--- src/rtl/irq_prio_pkg.sv ---
package irq_prio_pkg;

  localparam int unsigned VEC_W = 6;

  // Vector number of source idx (0 = non-maskable, then external, then internal).
  function automatic logic [VEC_W-1:0] src_vector(input int unsigned idx,
                                                  input int unsigned base);
    return VEC_W'(base + idx);
  endfunction

  // A maskable source may pass only if enabled and the global mask is clear.
  function automatic logic maskable_pass(input logic pend,
                                         input logic en,
                                         input logic gmask);
    return pend & en & ~gmask;
  endfunction

endpackage

--- src/rtl/irq_pend_bank.sv ---
module irq_pend_bank
  import irq_prio_pkg::*;
#(
  parameter int unsigned NSRC     = 13,
  parameter int unsigned VEC_BASE = 3
) (
  input  logic             clk,
  input  logic             rst_n,
  input  logic [NSRC-1:0]  raw_i,
  input  logic             ack_i,
  input  logic [VEC_W-1:0] ack_vec_i,
  output logic [NSRC-1:0]  pend_nx_o,
  output logic [NSRC-1:0]  pend_q_o
);

  logic [NSRC-1:0] raw_prev;
  logic [NSRC-1:0] rise;
  logic [NSRC-1:0] clr;

  for (genvar i = 0; i < NSRC; i++) begin : g_src
    assign rise[i] = raw_i[i] & ~raw_prev[i];
    assign clr[i]  = ack_i && (ack_vec_i == src_vector(i, VEC_BASE));
    // A new edge wins over an acknowledge in the same cycle.
    assign pend_nx_o[i] = rise[i] | (pend_q_o[i] & ~clr[i]);

    always_ff @(posedge clk or negedge rst_n) begin
      if (!rst_n) begin
        raw_prev[i] <= 1'b0;
        pend_q_o[i] <= 1'b0;
      end else begin
        raw_prev[i] <= raw_i[i];
        pend_q_o[i] <= pend_nx_o[i];
      end
    end
  end

endmodule

--- src/rtl/irq_accept_gate.sv ---
module irq_accept_gate
  import irq_prio_pkg::*;
#(
  parameter int unsigned NSRC = 13
) (
  input  logic [NSRC-1:0] pend_i,
  input  logic [NSRC-1:0] en_i,
  input  logic            gmask_i,
  output logic [NSRC-1:0] accept_o
);

  // Source 0 is non-maskable: it ignores both its enable and the global mask.
  assign accept_o[0] = pend_i[0];

  for (genvar i = 1; i < NSRC; i++) begin : g_mask
    assign accept_o[i] = maskable_pass(pend_i[i], en_i[i], gmask_i);
  end

endmodule

--- src/rtl/irq_fixed_arb.sv ---
module irq_fixed_arb
  import irq_prio_pkg::*;
#(
  parameter int unsigned NSRC     = 13,
  parameter int unsigned VEC_BASE = 3
) (
  input  logic [NSRC-1:0]  accept_i,
  output logic [NSRC-1:0]  win_o,
  output logic [VEC_W-1:0] vec_o
);

  logic found;

  // Lowest index wins.
  always_comb begin
    win_o = '0;
    vec_o = '0;
    found = 1'b0;
    for (int i = 0; i < NSRC; i++) begin
      if (accept_i[i] && !found) begin
        win_o[i] = 1'b1;
        vec_o    = src_vector(i, VEC_BASE);
        found    = 1'b1;
      end
    end
  end

endmodule

--- src/rtl/irq_prio_ctrl.sv ---
module irq_prio_ctrl
  import irq_prio_pkg::*;
#(
  parameter int unsigned N_EXT    = 4,
  parameter int unsigned N_INT    = 8,
  parameter int unsigned VEC_BASE = 3
) (
  input  logic             clk,
  input  logic             rst_n,
  input  logic             nmi_i,
  input  logic [N_EXT-1:0] ext_req_i,
  input  logic [N_INT-1:0] per_req_i,
  input  logic [N_EXT-1:0] ext_en_i,
  input  logic [N_INT-1:0] per_en_i,
  input  logic             gmask_i,
  input  logic             ack_i,
  input  logic [VEC_W-1:0] ack_vec_i,
  output logic             irq_o,
  output logic [VEC_W-1:0] vec_o
);

  localparam int unsigned NSRC = 1 + N_EXT + N_INT;

  // Named internal events, brought out for the checker.
  logic [NSRC-1:0]  raw_all;
  logic [NSRC-1:0]  en_all;
  logic [NSRC-1:0]  pend_nx;
  logic [NSRC-1:0]  pend_q;
  logic [NSRC-1:0]  accept;
  logic [NSRC-1:0]  win_onehot;
  logic [VEC_W-1:0] win_vec;
  logic             any_win;

  assign raw_all = {per_req_i, ext_req_i, nmi_i};
  assign en_all  = {per_en_i, ext_en_i, 1'b1};

  irq_pend_bank #(.NSRC(NSRC), .VEC_BASE(VEC_BASE)) u_pend (
    .clk       (clk),
    .rst_n     (rst_n),
    .raw_i     (raw_all),
    .ack_i     (ack_i),
    .ack_vec_i (ack_vec_i),
    .pend_nx_o (pend_nx),
    .pend_q_o  (pend_q)
  );

  irq_accept_gate #(.NSRC(NSRC)) u_gate (
    .pend_i   (pend_nx),
    .en_i     (en_all),
    .gmask_i  (gmask_i),
    .accept_o (accept)
  );

  irq_fixed_arb #(.NSRC(NSRC), .VEC_BASE(VEC_BASE)) u_arb (
    .accept_i (accept),
    .win_o    (win_onehot),
    .vec_o    (win_vec)
  );

  assign any_win = |win_onehot;

  always_ff @(posedge clk or negedge rst_n) begin
    if (!rst_n) begin
      irq_o <= 1'b0;
      vec_o <= '0;
    end else begin
      irq_o <= any_win;
      vec_o <= any_win ? win_vec : '0;
    end
  end

endmodule

--- config.mk ---
export PLATFORM = sky130hd
export DESIGN_NAME = irq_prio_ctrl
export DESIGN_NICKNAME = d
export VERILOG_FILES = /design/src/rtl/irq_prio_pkg.sv /design/src/rtl/irq_pend_bank.sv /design/src/rtl/irq_accept_gate.sv /design/src/rtl/irq_fixed_arb.sv /design/src/rtl/irq_prio_ctrl.sv
export SDC_FILE = /design/constraint.sdc
export NUM_CORES = 1
export LEC_CHECK = 0
export CAP_MARGIN = 20
export CORE_UTILIZATION = 42
export CTS_CLUSTER_DIAMETER = 60
export DETAILED_ROUTE_END_ITERATION = 12
export PLACE_DENSITY = 0.84
export SLEW_MARGIN = 20
export SYNTH_ARGS = -nofsm -noshare
export SYNTH_HDL_FRONTEND = slang
export SYNTH_SLANG_ARGS = --single-unit
--- constraint.sdc ---
create_clock -name clk -period 1.9 [get_ports clk]
set_clock_uncertainty 0.2 [all_clocks]
set_input_delay 0.38 -clock clk [delete_from_list [all_inputs] [get_ports clk]]
set_output_delay 0.38 -clock clk [all_outputs]
set_load 0.005 [all_outputs]
---- Word level (Yosys, flattened, before mapping) ----
Cells that the tools add are included.
storage, ports and cells
  bits in registers ....................... 33
  bits in latches ......................... 0
  bits in writable memories ............... 0
  memory bits (read-only) ................. 0
  bits of input ports ..................... 35
  output and inout bits ................... 7
  memories kept ........................... 0
cells by class
  $add $sub $neg .......................... 0
  $mul .................................... 0
  div/mod/pow operators ................... 0
  magnitude comparators ................... 0
  eq/ne operators ......................... 13
  shifts and indexed selects .............. 0
  multiplexer cells ....................... 38
  bitwise operators ....................... 90
  reductions and logical operators ........ 38
operators by type and width
  cell                count
  $and 1x1->1         50
  $eq 6x4->1 const B  8
  $mux 4              8
  $not 1->1           27
  $logic_and 1x1->1   25
  $eq 6x3->1 const B  4
  $mux 1              24
  $or 1x1->1          13
  $reduce_or 13->1    1
  $logic_not 1->1     12
  $mux 3              4
  $eq 6x2->1 const B  1
  $mux 6              1
  $mux 2              1

---- Logic depth before layout (Yosys ltp) ----
Gate-level depths: netlist of run 1.
  word-level depth ........................ 44
  mapped depth ............................ 7
  mapped depth without buffers ............ 6

---- Modules after synthesis ----
Synthesis of run 1 repeated with hierarchy kept, for this count alone.
unflattened totals
  cells, all modules ...................... 162
  area total of the unflattened synthesis .. 1636.6 sq um
modules (own cells, without submodules)
  module           instances  cells an instance  area each (sq um)
  irq_pend_bank    1          76                 922.1
  irq_fixed_arb    1          47                 294.0
  irq_prio_ctrl    1          25                 294.0
  irq_accept_gate  1          14                 126.4

---- Worst setup path before layout of run 1 ----
OpenSTA, ideal clock, no wires.
  path type ............................... input-to-reg
  start point ............................. in ack_vec_i[5]
  end point ............................... reg vec_o[0]
  setup time .............................. 87 ps
  arrival ................................. 2448 ps
  required time ........................... 1613 ps
  setup slack ............................. -834 ps
  stages on the path ...................... 7
  path buffers ............................ 1
  cells stage by stage .................... or3b_1 -> buf_6 -> o31a_1 -> or2_4 -> a2111o_1 -> or4b_1 -> o211ai_1
RTL lines
  what                           RTL line             source
  start, declared                irq_prio_ctrl.sv:17  input logic [VEC_W-1:0] ack_vec_i,
  $eq 6x3->1 (*)                 irq_pend_bank.sv:22  assign clr[i] = ack_i && (ack_vec_i == src_vector(i, VEC_BASE));
  $logic_and 1x1->1 (*)          irq_pend_bank.sv:22
  $not 1->1 (*)                  irq_pend_bank.sv:24  assign pend_nx_o[i] = rise[i] | (pend_q_o[i] & ~clr[i]);
  $and 1x1->1 (*)                irq_pend_bank.sv:24
  $or 1x1->1 (*)                 irq_pend_bank.sv:24
  via pend_nx[4]                 irq_prio_ctrl.sv:27  logic [NSRC-1:0] pend_nx;
  $and 1x1->1 (*) (2 in series)  irq_prio_pkg.sv:15   return pend & en & ~gmask;
  $logic_and 1x1->1 (*)          irq_fixed_arb.sv:20  if (accept_i[i] && !found) begin
  [... 19 more ...]              --
  $logic_not 1->1                irq_fixed_arb.sv:20
  $logic_and 1x1->1              irq_fixed_arb.sv:20
  $mux 1                         irq_fixed_arb.sv:20
  $logic_not 1->1                irq_fixed_arb.sv:20
  $logic_and 1x1->1              irq_fixed_arb.sv:20
  $mux 1                         irq_fixed_arb.sv:20
  $reduce_or 13->1               irq_prio_ctrl.sv:60  assign any_win = |win_onehot;
  $mux 6 (*)                     irq_prio_ctrl.sv:68  vec_o <= any_win ? win_vec : '0;
  end signal, assigned           irq_prio_ctrl.sv:68
  end, declared                  irq_prio_ctrl.sv:19  output logic [VEC_W-1:0] vec_o
Mark *: on every way through the listed nets, which the timed path passes. The rest lies on a longest branch.

---- Worst setup path after layout of run 1 ----
  start point ............................. in ack_vec_i[4]
  end point ............................... reg irq_o
between the ends
  longest elaborated chain between the ends .. 43
ends and longest elaborated chain
  what                                                   RTL line                                 source
  $eq 6x3->1 / $eq 6x2->1 (equally long branches)        irq_pend_bank.sv:22
  $logic_and 1x1->1                                      irq_pend_bank.sv:22
  $not 1->1                                              irq_pend_bank.sv:24
  $and 1x1->1                                            irq_pend_bank.sv:24
  $or 1x1->1                                             irq_pend_bank.sv:24
  $and 1x1->1 / $mux 1 (equally long branches)           irq_prio_pkg.sv:15, irq_fixed_arb.sv:20
  $and 1x1->1 / $logic_not 1->1 (equally long branches)  irq_prio_pkg.sv:15, irq_fixed_arb.sv:20
  $logic_and 1x1->1                                      irq_fixed_arb.sv:20
  [... 28 more ...]                                      --
  $logic_not 1->1                                        irq_fixed_arb.sv:20
  $logic_and 1x1->1                                      irq_fixed_arb.sv:20
  $mux 1                                                 irq_fixed_arb.sv:20
  $logic_not 1->1                                        irq_fixed_arb.sv:20
  $logic_and 1x1->1                                      irq_fixed_arb.sv:20
  $mux 1                                                 irq_fixed_arb.sv:20
  $reduce_or 13->1 (*)                                   irq_prio_ctrl.sv:60
  via any_win                                            irq_prio_ctrl.sv:32                      logic any_win;
  end signal, assigned                                   irq_prio_ctrl.sv:67                      irq_o <= any_win;
  end, declared                                          irq_prio_ctrl.sv:18                      output logic irq_o,
Marked as above.

==> reports/metrics.cfg, run 1 <==
[finish]
n_antenna_cell=0
area_growth_pct=62.5
drive_above_1_share_pct=34.6
fin_area_mm2=0.00234
finalNetCount=251

[synthesis]
yosys_warnings=0
ys_seq_area_share_pct=53.8
async_flop_share_pct=100
synth_top_cell_area_share_pct=53.8
synth_cells=133
ys_ff_latch=31
yosysTopAreaCell=dfrtp_1
yosys-top-cells-area=dfrtp_1, nand2b_1, nand2_1
synth_edf_count=0
avgSynthCellArea_um2=10.8
yosys.cell_types.count=40
synth_flop_cell=dfrtp_1
synth_area_mm2=0.00144

[placed_design]
place_area_mm2=0.00207
dp_slack_ns=-1.31
place_congestion=0.868
dp_hpwl_mm=2.94
numPortBuffers=39

[floorplanning]
die_y_um=60.6
num_rows=20
dieWidth_um=60.6
start_util_pct=45.8
core_area_mm2=0.00315
pin_count=42
dieArea_mm2=0.00367

[clocking]
cts-root-buf=clkbuf_4
clock_path_buffers=2
cts-buffers-inserted=5
cts_tree=yes
h-tree-depth=2
cts_sinks=31
clk_latency_ns=0.35
clkTransAtPathRegs_ns=0.10
cts_hold_buf=0

[sta]
fmax_mhz=411
layout_setup_ws_ns=-0.531
hold_violations=0
period_minus_slack_ns=2.43
holdWs_ns=0.214
fin_crit_sh_pct=128
finalSetupViolCount=5
finalMaxSlewViolations=0
setup_tns_ns=-1.95
rsz0062_at_grt=yes

[detailed_routing]
drc=0
vias=1477
wl_per_cell_um=18.1
first_iter_violations=84
firstDrtPassIters=5
antenna_left=0
vias_per_cell=5.66
wl_mm=4.73

[grt]
first_global_vias=1515
grt_max_degree=32
overflow=0
antenna_found_initial=0
grtUsageTotal_pct=27.5
grt_pass1_wl_mm=7.01

[worst_setup_path]
cp.required_ns=1.93
cp-start-kind=primary input
cp-end-kind=flop
critPathArrivalTime_ns=2.46
worstSetupPathType=primary input to flop
cp_max_fo=7

[power_and_ir_drop]
pwr-share-comb_pct=21.5
intPower_uw=979
seq_power_share_pct=51.1
netSwitchingFraction_pct=27.4
powerDensity_mw_per_mm2=575
p_sw_uw=370
ir_drop_mv=0.384
clkPwrFrac_pct=27.5
p_leak_nw=0.962

[flow_run]
cap_violations=0

[run_status]
violations=negative setup slack
run_status=complete, but fails checks

[min_path]
min_path_type=primary input to async pin

cells in the final DEF, fill, tap and decap left out, types with 3 or more instances in the layout:
cell / count
o211ai_1: 4
nand2_1: 11
a21bo_2: 4
inv_1: 4
clkdlybuf4s15_1: 3
clkinv_2: 3
a21oi_1: 5
nor2b_1: 6
nor2_1: 3
o41ai_2: 3
buf_6: 6
clkdlybuf4s50_1: 32
dfrtp_1: 31
clkbuf_4: 5
o21ai_1: 4
o21a_1: 4
nand2b_1: 11
buf_4: 36
or2_2: 3
registers in the layout, summed over array words and instances (netlist names):
signal	flops
u_pend.raw_prev	13
u_pend.pend_q_o	13
vec_o	4
irq_o	1
timing repair:
action | CTS | global route
setup buffers | 10 | 5
pin swaps | 13 | 6
hold endpoints to repair | 0 | 0
setup endpoints to repair | 10 | 5
gates resized for setup | 38 | 6
synth_stat cells (all sizes together), types with 3 or more instances:
master   n
o21ai    6
a21oi    5
buf      4
a21bo    4
nand2   11
dfrtp   31
inv      4
or2      4
nor2     5
o211ai   4
o21a     4
nand2b  12
nor2b    6
o31ai    3
o41ai    4
worst max-delay path, stage by stage:
cell and delay, ns:
buf_6 0.09, or3b_4 0.45, buf_4 0.17, nor4_4 0.34, o22ai_2 0.15, a2111o_1 0.33, buf_4 0.15, buf_6 0.10
or3_1 0.29
routing by layer:
layer,GRT usage [%],up-vias,wire [um]
li1,-,644,-
met1,28.6,720,1780
met2,46.9,89,2390
met3,9.59,24,329
met4,18.2,0,230
met5,0,-,0
final cells by class:
| type | instances | area [um^2] |
|---|---|---|
| well taps | 44 | 55.1 |
| fillers | 202 | 808 |
| multi-input cells | 95 | 744 |
| clock inverters | 3 | 15.0 |
| flip-flops and latches | 31 | 776 |
| clock buffers | 5 | 37.5 |
| inverters | 4 | 15.0 |
| repair buffers | 79 | 702 |
per-stage QoR:
step	utilization (%)	power [mW]	instances
detailed placement	65.6	0.939	238
floorplan	-	0.786	134
CTS	72.0	1.32	256
global placement	65.6	0.929	238
global route	74.4	1.42	261
finish	74.4	1.35	261
worst paths after layout:
path	depth (start not counted)	slack, ns	startpoint	to
max	9	-0.53	ack_vec_i[4]	irq_o
min	2	0.21	rst_n	u_pend.raw_prev[8]
max reg2reg	7	-0.22	u_pend.raw_prev[1]	irq_o
min reg2reg	2	0.29	u_pend.pend_q_o[10]	u_pend.pend_q_o[10]
max in group asynchronous	2	0.98	rst_n	u_pend.raw_prev[4]
min in group clk	1	0.29	per_req_i[7]	u_pend.raw_prev[12]
power groups by stage:
stage	logic, mW	clock network (mW)	registers (mW)
after floorplan	0.0874	0	0.698
after global placement	0.229	0	0.699
after detailed placement	0.238	0	0.701
after CTS	0.265	0.366	0.688
after global routing	0.308	0.418	0.691
final	0.290	0.370	0.689
cell families after synthesis:
logic type,share of synthesized area [%]
other cells,0.260
compound gates,21.5
buf+inv,3.21
flops,53.8
simple gates,21.3
Power figures use the tool's default switching activity.
==> run 2: changes to the inputs <==
--- a/config.mk
+++ b/config.mk
@@ -6,6 +6,7 @@
 export NUM_CORES = 1
 export LEC_CHECK = 0
 export CAP_MARGIN = 20
+export CORE_ASPECT_RATIO = 0.7
 export CORE_UTILIZATION = 42
 export CTS_CLUSTER_DIAMETER = 60
 export DETAILED_ROUTE_END_ITERATION = 12
==> run 2 against run 1 <==
Largest cell class is now multi-input combinational cells. Critical path depth shrank 1. Fmax shrank 3.4%. Wire length shrank 2.8%. The run still ends with negative setup slack left. Total power grew 10%.
==> reports/metrics.cfg, run 2 (synthesis results as in run 1) <==
[grt]
grt_max_degree=32  ; unchanged
grt_pass1_wl_mm=6.90  ; -1.6%
antenna_found_initial=0  ; unchanged
first_global_vias=1444  ; -4.7%
grtUsageTotal_pct=26.4  ; -1.1 points
overflow=0  ; unchanged

[finish]
final_common_cell=clkdlybuf4s50_1
top_regs=u_pend.pend_q_o (13), u_pend.raw_prev (13), vec_o (4)
stdcell_count=257  ; -1.5%
finalNetCount=244  ; -2.8%
area_growth_pct=66.0
drive_above_1_share_pct=36.2  ; +1.6 points
n_antenna_cell=0  ; unchanged
final_cell_mix=clkdlybuf4s50_1, dfrtp_1, buf_4
fillCellCount=192  ; -5.0%

[floorplanning]
num_rows=17  ; -15%
pin_count=42  ; unchanged
core_area_mm2=0.00321  ; +1.9%
die_y_um=51.0  ; -16%
dieWidth_um=72.1  ; +19%
start_util_pct=44.9  ; -0.84 points
dieArea_mm2=0.00368  ; +0.11%

[worst_setup_path]
path_common_cell=or4b_4
cp-end-kind=flop
cp_max_fo=4  ; -3
cp.required_ns=1.91  ; -0.02 ns
critPathArrivalTime_ns=2.52  ; +0.06 ns
cp-start-kind=primary input
worstSetupPathType=primary input to flop
slowest_delay_ns=0.60  ; +0.15 ns
crit_path_cell_trace=buf_6, buf_4, or4b_4, o41ai_4, a21bo_2, a41oi_2, or4b_4, o211ai_1
slowest_stage=or4b_4

[clocking]
cts-root-buf=clkbuf_8
clkTransAtPathRegs_ns=0.06  ; -0.04 ns
h-tree-depth=2  ; unchanged
clock_path_buffers=2  ; unchanged
clk_latency_ns=0.29  ; -0.06 ns
cts_hold_buf=0  ; unchanged
cts_tree=yes
cts-buffers-inserted=5  ; unchanged
cts_sinks=31  ; unchanged

[placed_design]
dp_cells=240  ; +0.84%
dp_hpwl_mm=2.85  ; -3.2%
place_congestion=0.943  ; +8.6%
numPortBuffers=39  ; unchanged

[power_and_ir_drop]
p_leak_nw=0.975  ; +1.3%
power_mw=1.49  ; +10%
powerDensity_mw_per_mm2=621  ; +8.1%
ir_drop_mv=0.455  ; +19%

[sta]
fin_crit_sh_pct=132  ; +4.5 points
fmax_mhz=397  ; -3.4%
hold_violations=0  ; unchanged
layout_setup_ws_ns=-0.617  ; -0.0861 ns
holdWs_ns=0.284  ; +0.0697 ns
finalMaxSlewViolations=0  ; unchanged
rsz0062_at_grt=yes
period_minus_slack_ns=2.52  ; +0.0861 ns
finalSetupViolCount=5  ; unchanged

[detailed_routing]
wl_mm=4.60  ; -2.8%
drc=0  ; unchanged
vias_per_cell=5.43  ; -4.1%
wl_per_cell_um=17.9  ; -1.3%
firstDrtPassIters=4  ; -1
first_iter_violations=102  ; +21%
vias=1395  ; -5.6%
antenna_left=0  ; unchanged

[min_path]
min_path_type=flop to flop

[flow_run]
cap_violations=0  ; unchanged

[run_status]
violations=negative setup slack
run_status=complete, but fails checks

run 2: changes by cell type in the layout (fill, tap and decap cells not counted), sizes merged:
cell / before / now
dlygate4sd2: 1 / 0
buf: 43 / 36
clkbuf: 5 / 7
clkinv: 3 / 1
clkdlybuf4s15: 3 / 4
run 2: repair_timing:
| item | in CTS | in global routing |
|---|---|---|
| setup buffers | 7 | 2 |
| setup endpoints to repair | 11 | 5 |
| gates resized for setup | 48 | 8 |
| pin swaps | 17 | 12 |
run 2: metal layers:
layer  share of wire, %  up-vias  global-route usage [%]
met5                  0        -                       0
met4                3.7        0                    10.8
met3                7.1       16                    9.07
met2                 47       73                    43.1
met1                 42      679                    32.2
li1                   -      627                       -
run 2: path summary, 6_finish.rpt:
path	from	to	slack (ns)	cells after the start
max reg2reg	u_pend.raw_prev[2]	irq_o	-0.20	7
min in group asynchronous	rst_n	u_pend.raw_prev[2]	0.29	2
min reg2reg	u_pend.pend_q_o[2]	u_pend.pend_q_o[2]	0.28	1
max in group asynchronous	rst_n	u_pend.raw_prev[9]	0.91	2
max	ack_vec_i[4]	vec_o[0]	-0.62	8
min	u_pend.pend_q_o[2]	u_pend.pend_q_o[2]	0.28	1
run 2: where the power goes:
group / internal (mW) / leakage [nW] / switching, mW / total [mW]
Clock: 0.257 / 0.0422 / 0.248 / 0.504
Combinational: 0.160 / 0.611 / 0.135 / 0.294
Sequential: 0.682 / 0.321 / 0.00792 / 0.690
run 2: worst max-delay path: cells and delay by family:
family | cells | cell delay [ns]
compound gates | 4 | 0.78
buf+inv | 2 | 0.22
simple gates | 2 | 1.15
run 2: final cells by class:
cell class | count | area [um^2] | share of cell area, %
Inverter | 4 | 15.0 | 0.627
Timing Repair Buffer | 72 | 664 | 27.7
Clock buffer | 7 | 76.3 | 3.19
Tap cell | 47 | 58.8 | 2.46
Sequential cell | 31 | 776 | 32.4
Clock inverter | 1 | 5.00 | 0.209
Multi-Input combinational cell | 95 | 800 | 33.4
run 2: metrics by stage:
stage	utilization, %	TNS (ns)	area, um^2	worst slack (ns)
4_1_cts	73.2	-2.14	2350	-0.644
2_1_floorplan	-	-1.86	1470	-0.675
3_3_place_gp	64.3	-8.47	2060	-1.18
5_1_grt	74.6	-2.32	2390	-0.633
3_5_place_dp	64.3	-9.07	2060	-1.29
6_report	74.6	-2.21	2390	-0.617
==> run 3: changes to the inputs <==
--- a/config.mk
+++ b/config.mk
@@ -5,9 +5,10 @@
 export SDC_FILE = /design/constraint.sdc
 export NUM_CORES = 1
 export LEC_CHECK = 0
+export ABC_AREA = 1
 export CAP_MARGIN = 20
 export CORE_ASPECT_RATIO = 0.7
-export CORE_UTILIZATION = 42
+export CORE_UTILIZATION = 43
 export CTS_CLUSTER_DIAMETER = 60
 export DETAILED_ROUTE_END_ITERATION = 12
 export PLACE_DENSITY = 0.84
==> run 3 against run 2 <==
Total power grew 2.0%. Highest routed layer unchanged. Largest cell class is now sequential cells. Flip-flop and latch count unchanged. The flow now finishes without violations. Critical path type unchanged. Global-route usage down 4.8 points.
==> reports/metrics.cfg, run 3 <==
[min_path]
worstHoldStart=u_pend.raw_prev[12]
holdPathEnd=u_pend.pend_q_o[12]
hold_depth=1  ; unchanged
min_path_type=flop to flop

[floorplanning]
die_y_um=52.4  ; +2.8%
dieArea_mm2=0.00388  ; +5.6%
pin_count=42  ; unchanged
core_area_mm2=0.00330  ; +2.6%
num_rows=17  ; unchanged
dieWidth_um=74.1  ; +2.8%
start_util_pct=47.4  ; +2.5 points

[clocking]
clkTransAtPathRegs_ns=0.06  ; about the same
cts_sinks=31  ; unchanged
cts-buffers-inserted=5  ; unchanged
cts_hold_buf=0  ; unchanged
h-tree-depth=2  ; unchanged
clock_path_buffers=2  ; unchanged
cts-root-buf=clkbuf_8
clk_latency_ns=0.28  ; about the same
cts_tree=yes

[finish]
final_cell_mix=clkdlybuf4s50_1, dfrtp_1, nand2_1
finalNetCount=277  ; +14%
n_antenna_cell=0  ; unchanged
drive_above_1_share_pct=35.8  ; -0.39 points
fin_util_pct=71.0  ; -3.6 points
fin_area_mm2=0.00234  ; -2.2%
fillCellCount=245  ; +28%
area_growth_pct=49.8
top_regs=u_pend.pend_q_o (13), u_pend.raw_prev (13), vec_o (4)

[synthesis]
synth_edf_count=0  ; unchanged
synth_top_cell_area_share_pct=49.6  ; -4.1 points
avgSynthCellArea_um2=8.98  ; -17%
yosys-top-cells-area=dfrtp_1, nand2_1, inv_1
ys_seq_area_share_pct=49.6  ; -4.1 points
yosysTopAreaCell=dfrtp_1
yosys.cell_types.count=30  ; -25%
async_flop_share_pct=100  ; unchanged
synth_flop_cell=dfrtp_1
ys_ff_latch=31  ; unchanged
synth_cells=174  ; +31%
yosys_warnings=0  ; unchanged
synth_area_mm2=0.00156  ; +8.3%
synth_common_cells=nand2_1, dfrtp_1, inv_1
yosysMostFrequentCell=nand2_1

[worst_setup_path]
cp-end-kind=flop
worstReg2RegEnd=vec_o[0]
crit_path_cell_trace=clkdlybuf4s50_1, inv_1, nor2_1, a21oi_4, nand3_4, buf_4, nor3b_2, nor2_1, o21ai_0, nor2_1, nand3_1
cp.required_ns=1.86  ; -0.05 ns
cp.depth=11  ; +3
cp-start-kind=primary input
worstSetupPathType=primary input to flop
reg2reg_from=u_pend.raw_prev[3]
ff2ff_path_depth=10  ; +3
slowest_delay_ns=0.47  ; -0.13 ns
path_buf_inv=3  ; +1
cp_max_fo=2  ; -2
worst-r2r-setup-slack_ns=0.25  ; +0.45 ns
path_common_cell=nor2_1
critPathTopFamily=buffers and inverters
critPathArrivalTime_ns=1.80  ; -0.72 ns
slowest_stage=clkdlybuf4s50_1

[sta]
period_minus_slack_ns=1.84  ; -0.680 ns
finalMaxSlewViolations=0  ; unchanged
setup_tns_ns=0  ; +2.21 ns
fmax_mhz=544  ; +37%
finalSetupViolCount=0  ; -5
fin_crit_sh_pct=96.7  ; -36 points
holdWs_ns=0.223  ; -0.0612 ns
hold_violations=0  ; unchanged

[run_status]
run_status=finished clean

[grt]
antenna_found_initial=0  ; unchanged
grt_pass1_wl_mm=5.98  ; -13%
overflow=0  ; unchanged
grtUsageTotal_pct=21.6  ; -4.8 points
first_global_vias=1380  ; -4.4%
grt_max_degree=32  ; unchanged

[power_and_ir_drop]
power_mw=1.52  ; +2.0%
ir_drop_mv=0.436  ; -4.2%
powerDensity_mw_per_mm2=649  ; +4.4%
p_leak_nw=1.04  ; +6.5%

[detailed_routing]
vias=1377  ; -1.3%
wl_per_cell_um=13.2  ; -26%
drc=0  ; unchanged
vias_per_cell=4.75  ; -13%
first_iter_violations=92  ; -9.8%
antenna_left=0  ; unchanged
firstDrtPassIters=4  ; unchanged
wl_mm=3.83  ; -17%

[flow_run]
cap_violations=0  ; unchanged

[placed_design]
dp_hpwl_mm=2.61  ; -8.6%
place_area_mm2=0.00211  ; +2.1%
numPortBuffers=39  ; unchanged
place_congestion=0.874  ; -7.3%

run 3: worst max-delay path by stage:
| stage | from | end | slack (ns) |
|---|---|---|---|
| after floorplan | ack_vec_i[5] | vec_o[1] | 0.11 |
| final | nmi_i | vec_o[0] | 0.06 |
| after CTS | ack_i | irq_o | 0.02 |
| after detailed placement | ack_vec_i[3] | irq_o | -0.63 |
| after global placement | ack_vec_i[3] | irq_o | -0.64 |
| after global routing | nmi_i | vec_o[1] | -0.002 |
run 3: timing repair:
item	4_1_cts	5_1_grt
resized for setup	38	17
pin swaps	14	10
setup endpoints to repair	5	5
buffers inserted	7	2
run 3: final cells by class:
cell class,count,area (um^2),share of cell area [%]
flip-flops and latches,31,776,33.1
multi-input cells,111,752,32.1
repair buffers,63,538,23.0
inverters,30,113,4.81
clock buffers,7,96.3,4.12
well taps,47,58.8,2.51
clock inverters,1,7.51,0.321
run 3: power breakdown:
part / internal, mW / switching (mW) / leakage [nW]
registers: 0.682 / 0.00738 / 0.322
clock network: 0.329 / 0.252 / 0.0505
logic: 0.119 / 0.129 / 0.667
run 3: cell families after synthesis:
| logic type | synth area share [%] |
|---|---|
| AND/OR/NAND/NOR | 31.9 |
| buffers and inverters | 8.49 |
| flip-flops | 49.6 |
| AO/OA/AOI/OAI | 9.69 |
| other | 0.240 |
run 3: routing by layer:
layer	track usage (%)	part of all wire, %	up-vias
met3	5.58	6.9	11
li1	-	-	679
met1	25.6	43	628
met4	9.62	2.2	0
met5	0	0	-
met2	37.0	48	59
run 3: stage by stage:
stage | worst slack, ns | instances
final | 0.0628 | 290
after detailed placement | -0.630 | 273
after global placement | -0.642 | 273
after CTS | 0.0219 | 288
after floorplan | 0.107 | 175
after global routing | -0.00226 | 290
